<file path="config.mk">
export PLATFORM = sky130hd
export DESIGN_NAME = ilv_alu_quad
export DESIGN_NICKNAME = d
export VERILOG_FILES = /design/src/rtl/ilv_pkg.sv /design/src/rtl/ilv_phase_ctr.sv /design/src/rtl/ilv_lane.sv /design/src/rtl/ilv_out_stage.sv /design/src/rtl/ilv_alu_quad.sv
export SDC_FILE = /design/constraint.sdc
export NUM_CORES = 1
export LEC_CHECK = 0
export CORE_MARGIN = 4
export CORE_UTILIZATION = 55
export CTS_BUF_LIST = sky130_fd_sc_hd__clkbuf_4 sky130_fd_sc_hd__clkbuf_8 sky130_fd_sc_hd__clkbuf_16
export DETAILED_ROUTE_END_ITERATION = 12
export MAX_ROUTING_LAYER = met4
export PLACE_DENSITY_LB_ADDON = 0.12
export SLEW_MARGIN = 10
export SYNTH_ARGS = -nofsm -noshare
export SYNTH_HDL_FRONTEND = slang
export SYNTH_HIERARCHICAL = 1
export SYNTH_SLANG_ARGS = --single-unit
</file>
<file path="constraint.sdc">
create_clock -name clk -period 5.6 [get_ports clk]
set_input_delay 1.12 -clock clk [delete_from_list [all_inputs] [get_ports clk]]
set_output_delay 1.12 -clock clk [all_outputs]
set_load 0.03 [all_outputs]
</file>
<file path="src/rtl/ilv_pkg.sv">
package ilv_pkg;
  localparam int unsigned OP_W = 4;

  typedef enum logic [OP_W-1:0] {
    OP_ADD   = 4'd0,
    OP_SUB   = 4'd1,
    OP_AND   = 4'd2,
    OP_OR    = 4'd3,
    OP_XOR   = 4'd4,
    OP_NOR   = 4'd5,
    OP_NAND  = 4'd6,
    OP_PASSA = 4'd7,
    OP_PASSB = 4'd8,
    OP_EQ    = 4'd9,
    OP_NE    = 4'd10
  } alu_op_e;
endpackage

</file>
<file path="src/rtl/ilv_phase_ctr.sv">
module ilv_phase_ctr #(
  parameter int unsigned LANES = 4,
  localparam int unsigned PH_W = (LANES > 1) ? $clog2(LANES) : 1
) (
  input  logic             clk,
  input  logic             rst_n,
  output logic [PH_W-1:0]  phase,
  output logic [LANES-1:0] lane_ld
);
  localparam logic [PH_W-1:0] LAST = PH_W'(LANES - 1);

  // the phase steps once per clock and wraps after the last lane
  always_ff @(posedge clk or negedge rst_n) begin
    if (!rst_n) phase <= '0;
    else        phase <= (phase == LAST) ? '0 : phase + 1'b1;
  end

  for (genvar k = 0; k < LANES; k++) begin : g_ld
    assign lane_ld[k] = (phase == PH_W'(k));
  end
endmodule

</file>
<file path="src/rtl/ilv_lane.sv">
module ilv_lane #(
  parameter int unsigned DATA_W = 16
) (
  input  logic                    clk,
  input  logic                    rst_n,
  input  logic                    ld,
  input  logic                    in_vld,
  input  logic [ilv_pkg::OP_W-1:0] in_op,
  input  logic [DATA_W-1:0]       in_a,
  input  logic [DATA_W-1:0]       in_b,
  output logic                    vld_q,
  output logic [DATA_W-1:0]       res,
  output logic                    cy,
  output logic                    zf
);
  import ilv_pkg::*;

  logic [OP_W-1:0]   op_q;
  logic [DATA_W-1:0] a_q, b_q;

  // Returns {carry, result, zero}
  function automatic logic [DATA_W+1:0] alu_eval(
    input logic [OP_W-1:0]   op,
    input logic [DATA_W-1:0] a,
    input logic [DATA_W-1:0] b
  );
    logic [DATA_W:0] w;
    w = '0;
    case (op)
      OP_ADD:   w = {1'b0, a} + {1'b0, b};
      OP_SUB:   w = {1'b0, a} - {1'b0, b};
      OP_AND:   w = {1'b0, a & b};
      OP_OR:    w = {1'b0, a | b};
      OP_XOR:   w = {1'b0, a ^ b};
      OP_NOR:   w = {1'b0, ~(a | b)};
      OP_NAND:  w = {1'b0, ~(a & b)};
      OP_PASSA: w = {1'b0, a};
      OP_PASSB: w = {1'b0, b};
      OP_EQ:    w = {{DATA_W{1'b0}}, (a == b)};
      OP_NE:    w = {{DATA_W{1'b0}}, (a != b)};
      default:  w = '0;
    endcase
    return {w, (w[DATA_W-1:0] == '0)};
  endfunction

  // the lane register changes only on its own load enable
  always_ff @(posedge clk or negedge rst_n) begin
    if (!rst_n) begin
      vld_q <= 1'b0;
      op_q  <= '0;
      a_q   <= '0;
      b_q   <= '0;
    end else if (ld) begin
      vld_q <= in_vld;
      op_q  <= in_op;
      a_q   <= in_a;
      b_q   <= in_b;
    end
  end

  assign {cy, res, zf} = alu_eval(op_q, a_q, b_q);
endmodule

</file>
<file path="src/rtl/ilv_out_stage.sv">
module ilv_out_stage #(
  parameter int unsigned DATA_W = 16,
  parameter int unsigned LANES  = 4,
  localparam int unsigned PH_W  = (LANES > 1) ? $clog2(LANES) : 1
) (
  input  logic                         clk,
  input  logic                         rst_n,
  input  logic [PH_W-1:0]              phase,
  input  logic [LANES-1:0]             lane_vld,
  input  logic [LANES-1:0][DATA_W-1:0] lane_res,
  input  logic [LANES-1:0]             lane_cy,
  input  logic [LANES-1:0]             lane_zf,
  output logic                         sel_vld,
  output logic                         out_vld,
  output logic [DATA_W-1:0]            out_res,
  output logic                         out_cy,
  output logic                         out_zf
);
  logic [DATA_W-1:0] sel_res;
  logic              sel_cy, sel_zf;

  // The lane due this cycle is the one about to be reloaded
  always_comb begin
    sel_vld = lane_vld[phase];
    sel_res = lane_res[phase];
    sel_cy  = lane_cy[phase];
    sel_zf  = lane_zf[phase];
  end

  always_ff @(posedge clk or negedge rst_n) begin
    if (!rst_n) begin
      out_vld <= 1'b0;
      out_res <= '0;
      out_cy  <= 1'b0;
      out_zf  <= 1'b0;
    end else if (sel_vld) begin
      out_vld <= 1'b1;
      out_res <= sel_res;
      out_cy  <= sel_cy;
      out_zf  <= sel_zf;
    end else begin
      // idle slots leave a clean all-zero output
      out_vld <= 1'b0;
      out_res <= '0;
      out_cy  <= 1'b0;
      out_zf  <= 1'b0;
    end
  end
endmodule

</file>
<file path="src/rtl/ilv_alu_quad.sv">
module ilv_alu_quad #(
  parameter int unsigned DATA_W = 16,
  parameter int unsigned LANES  = 4
) (
  input  logic                     clk,
  input  logic                     rst_n,
  input  logic                     in_vld,
  input  logic [ilv_pkg::OP_W-1:0] in_op,
  input  logic [DATA_W-1:0]        in_a,
  input  logic [DATA_W-1:0]        in_b,
  output logic                     out_vld,
  output logic [DATA_W-1:0]        out_res,
  output logic                     out_cy,
  output logic                     out_zf
);
  localparam int unsigned PH_W = (LANES > 1) ? $clog2(LANES) : 1;

  logic [PH_W-1:0]              phase;
  logic [LANES-1:0]             lane_ld;
  logic [LANES-1:0]             lane_vld;
  logic [LANES-1:0][DATA_W-1:0] lane_res;
  logic [LANES-1:0]             lane_cy;
  logic [LANES-1:0]             lane_zf;
  logic                         sel_vld;

  ilv_phase_ctr #(.LANES(LANES)) u_phase (
    .clk     (clk),
    .rst_n   (rst_n),
    .phase   (phase),
    .lane_ld (lane_ld)
  );

  for (genvar k = 0; k < LANES; k++) begin : g_lane
    ilv_lane #(.DATA_W(DATA_W)) u_lane (
      .clk    (clk),
      .rst_n  (rst_n),
      .ld     (lane_ld[k]),
      .in_vld (in_vld),
      .in_op  (in_op),
      .in_a   (in_a),
      .in_b   (in_b),
      .vld_q  (lane_vld[k]),
      .res    (lane_res[k]),
      .cy     (lane_cy[k]),
      .zf     (lane_zf[k])
    );
  end

  ilv_out_stage #(.DATA_W(DATA_W), .LANES(LANES)) u_out (
    .clk      (clk),
    .rst_n    (rst_n),
    .phase    (phase),
    .lane_vld (lane_vld),
    .lane_res (lane_res),
    .lane_cy  (lane_cy),
    .lane_zf  (lane_zf),
    .sel_vld  (sel_vld),
    .out_vld  (out_vld),
    .out_res  (out_res),
    .out_cy   (out_cy),
    .out_zf   (out_zf)
  );
endmodule

</file>
# After elaboration in Yosys (flattened, before gate mapping)
# Index checks and enable logic that the tools add are counted.
# totals
out_inout_bits	19
regBits	169
# classes
reduce_logical	9
eq_ne	51
n_lt_le_gt_ge	1
n_bitwise	20
muxes	17
add_sub_neg	9
# ops
operator	n
one-hot mux 17 bit (11 select lines)	4
inverter 16 bit	8
adder 16 x 16 -> 17 bit	4
subtractor 16 x 16 -> 17 bit	4
AND 16 bit	4
equality test 16 bit	4
equality test 4 x 3 -> 1 bit, second input constant	16
zero test 16 bit	4
!= test 16 bit	4
OR 16 bit	4
bitwise XOR 16 bit	4
equality test 4 bit, second input constant	12
binary-select mux 16 bit (select 2 bit)	1
equality test 4 x 2 -> 1 bit, second input constant	8
2-to-1 mux 16 bit	2
equality test 4 x 1 -> 1 bit, second input constant	4
zero test 4 bit	4
binary-select mux 1 bit (select 2 bit)	3
2-to-1 mux 1 bit	6
equality test 2 bit, second input constant	2
less-than comparator 2 x 3 -> 1 bit, second input constant	1
adder 2 x 1 -> 2 bit, second input constant	1
equality test 2 x 1 -> 1 bit, second input constant	1
zero test 2 bit	1
2-to-1 mux 2 bit	1

# Longest topological paths before layout
# logic_depth
ltp_word	7
depth_mapped	16
depth_no_buf	14

# Modules after synthesis
# Netlist, hierarchy kept.
# by_module_without_submodules
mod	cells_each	area_each_um2	n_inst	seq_area_each_um2
ilv_lane (g_lane[1].u_lane ...)	647	4968.5	2	925.9
ilv_lane (g_lane[0].u_lane)	611	4663.2	1	925.9
ilv_lane (g_lane[3].u_lane)	599	4604.4	1	925.9
ilv_out_stage	61	1123.6	1	475.5
ilv_phase_ctr	9	111.4	1	50.0

# Worst setup path after synthesis
# No wires, ideal clock.
# synth_path
kind	reg-to-reg
startpoint	reg g_lane[3].u_lane.a_q[4]
endpoint	reg u_out.out_zf
setup_ns	0.120
stages_incl_launch_ff	15
path_slack_ns	1.868
period_less_slack_ns	3.732
n_path_buf	1
arrival_ns	3.612
path_cell_list	dfrtp_1 > inv_1 > ha_1 > buf_2 > nor3_1 > a2111oi_1 > a2bb2oi_1 > a221o_1 > a221oi_2 > o221ai_1 > mux2i_1 > o21ai_0 > nor4_2 > mux4_1 > and2_2
# synth_lines
item	line	rtl
from (decl)	ilv_lane.sv:19	logic [DATA_W-1:0] a_q, b_q;
from (signal assigned)	ilv_lane.sv:56	a_q <= in_a;
to (signal assigned)	ilv_out_stage.sv:40	out_zf <= sel_zf;
to (decl)	ilv_out_stage.sv:17	output logic out_zf

==> flow_metrics.env <==
export IMPL_async_reset_ff_share_pct=100
export IMPL_yosys_warnings=6
export IMPL_avgSynthCellArea_um2=7.94
export IMPL_core_area_um2=36600
export IMPL_met1_usage_pct=54.9
export IMPL_vias=21200
export IMPL_grt_overflow_total=0
export IMPL_path_clk_slew_ps=70
export IMPL_grt_max_degree=93
export IMPL_finalClockSkew_ps=6.43
export IMPL_fmax_ghz=0.224
export IMPL_antenna_left=0
export IMPL_cts_resized=0
export IMPL_initial_core_util_pct=55.8
export IMPL_critPathKind="reg -> reg"
export IMPL_antenna_found_initial=2
export IMPL_maxCapViolations=0
export IMPL_p_total_mw=4.21
export IMPL_drt_iter0_drc=2845
export IMPL_final_nets=2776
export IMPL_synth_top_area_cell="dfrtp_1"
export IMPL_htree_levels=4
export IMPL_grt_pass1_vias=19400
export IMPL_syn_num_nets=2833
export IMPL_drc=0
export IMPL_syn_inst=2574
export IMPL_die_area_um2=40300
export IMPL_cts_tree="yes"
export IMPL_rsz0062_at_grt="false"
export IMPL_pre_cts_ws_ps=1220
export IMPL_period_needed_ps=4470
export IMPL_clock_latency_ps=460
export IMPL_layout_setup_ws_ps=1130
export IMPL_place_area_um2=21100
export IMPL_clk_path_buf_depth=2
export IMPL_die_x_um=201
export IMPL_drive_gt1_share_pct=8.31
export IMPL_cp_data_arrival_time_ps=4820
export IMPL_post_route_cell_area_um2=21600
export IMPL_status="completed"
export IMPL_synth_top_area_share_pct=20.7
export IMPL_ff2ff_path_depth=10
export IMPL_power_per_cell_area_nw_per_um2=194
export IMPL_dp_cells=2966
export IMPL_syn2layout_area_growth_pct=5.92
export IMPL_use_met3_pct=8.32
export IMPL_setup_worst_path_end_class="flip-flop"
export IMPL_hold_depth=1
export IMPL_slew_violations=0
export IMPL_period_share_pct=79.7
export IMPL_synth_area_um2=20400
export IMPL_grt_usage_pct=39.8
export IMPL_fin_util_pct=59.1
export IMPL_yosysUniqueCellTypes=118
export IMPL_timing_hold_ws_ps=513
export IMPL_peakVddDrop_v=0.000236
export IMPL_synth_seq_cells=169
export IMPL_avgViaCountPerCell=7.05
export IMPL_rr_startpoint="g_lane[3].u_lane/op_q[1]"
export IMPL_io_pins=58
export IMPL_min_path_type="reg -> reg"
export IMPL_final_hold_violation_count=0
export IMPL_top_usage_layer="met2"
export IMPL_wire_per_inst_um=26.8
export IMPL_rows=70
export IMPL_synth_top_flop_cell="dfrtp_1"
export IMPL_cts_made_buffers=17
export IMPL_grt_pass1_wl_um=123000
export IMPL_synthTopCellsByArea="dfrtp_1, ha_1, o21ai_0"
export IMPL_place_hpwl_um=60000
export IMPL_worst_setup_path_start_kind="flip-flop"
export IMPL_final_cells=3000
export IMPL_crit_start="g_lane[3].u_lane/op_q[1]"
export IMPL_nFillCells=3379
export IMPL_r2r_slack_ps=1130
export IMPL_ctsRootBufferMaster="clkbuf_16"
export IMPL_clock_sinks=169
export IMPL_post_cts_buffers=0
export IMPL_met2_usage_pct=55.7
export IMPL_tns_ps=0
export IMPL_synth_edff_count=0
export IMPL_io_buffers=57
export IMPL_fp_dieH_um=201
export IMPL_critPathMaxFanout=26
export IMPL_p_leak_nw=9.21
export IMPL_wirelength_um=80400
export IMPL_routabilityCongestion=1.03
export IMPL_ys_seq_area_share_pct=20.7
export IMPL_slew_limit_headroom_pct=17.6
export IMPL_first_pass_iters=8
export IMPL_postCtsHoldBufs=0
export IMPL_tightest_slew_ps=1230
export IMPL_setup_violations_final=0
export IMPL_critPathRequiredTime_ps=5950
export IMPL_worstHoldStart="g_lane[2].u_lane/vld_q"
## cell type report
class / instances / area, µm² / area share, %
Clock buffer: 21 / 462 / 2.13
Clock inverter: 9 / 95.1 / 0.439
Inverter: 202 / 761 / 3.51
Tap cell: 468 / 586 / 2.70
Sequential cell: 169 / 4230 / 19.5
Antenna cell: 4 / 10.0 / 0.0462
Multi-Input combinational cell: 2023 / 14600 / 67.3
Timing Repair Buffer: 104 / 937 / 4.33
## final timing paths
kind,endpoint
min in group asynchronous,g_lane[3].u_lane/b_q[4]
max in group asynchronous,g_lane[0].u_lane/a_q[10]
worst max register to register,u_out/out_zf
worst min register to register,g_lane[2].u_lane/vld_q
worst max-delay path,u_out/out_zf
worst min-delay path,g_lane[2].u_lane/vld_q
## report_power, final
| group | switching [mW] | internal, mW |
|---|---|---|
| logic | 1.06 | 0.595 |
| registers | 0.0949 | 1.29 |
| clock network | 0.540 | 0.637 |
## flip-flops by register name (all words and copies together), names as in the netlist
signal and flops:
u_out/out_cy 1, g_lane.u_lane/vld_q 4, g_lane.u_lane/b_q 64, g_lane.u_lane/a_q 64, u_out/out_vld 1, u_out/out_res 16
g_lane.u_lane/op_q 16, u_out/out_zf 1, u_phase/phase 2
## synthesized netlist by cell type, types with 33 or more instances
master    instances
buf_2            56
clkbuf_1         95
ha_1            212
nor2b_1          44
nand3_1          56
dfrtp_1         169
a21oi_1         136
o21ai_0         226
nor2_1          153
inv_1           194
nand2_1         263
nor3_1           68
xor2_1           34
o211ai_1         36
a22oi_1          33
## critical path: stages (launching register included)
cell	delay [ps]
dfrtp_1	1000
nor2b_1	1010
nand2_1	120
a21oi_1	290
a2111o_1	160
a31oi_1	50
o311ai_0	760
or4_1	250
nor4_2	40
mux4_1	470
and2_2	200
## placed cells by master (no fill, tap or decap), types with 56 or more instances in the layout
| master | count |
|---|---|
| o21ai_0 | 226 |
| nand3_1 | 56 |
| dfrtp_1 | 167 |
| ha_1 | 208 |
| nor3_1 | 68 |
| nor2_1 | 153 |
| inv_1 | 194 |
| nand2_1 | 263 |
| clkdlybuf4s50_1 | 56 |
| a21oi_1 | 136 |
## routing by layer
metal,vias to the layer above,part of all wire [%]
li1,9333,-
met1,10200,41
met2,1336,42
met3,263,11
met4,0,6.0
met5,-,0
## kinds of logic (layout without fill, tap and decap cells)
family                   Yosys count  count (layout)  synth area share, %
XOR/XNOR                          51              51                 2.19
AND/OR/NAND/NOR                  832             832                 21.5
multiplexers                      62              62                 4.56
other                              0               4                    0
flip-flops                       169             169                 20.7
buffers and inverters            382             336                 8.15
AO/OA/AOI/OAI                    858             858                 29.2
adder cells (fa/ha/maj)          220             220                 13.8
No activity file was read; power rests on OpenSTA's default activity.
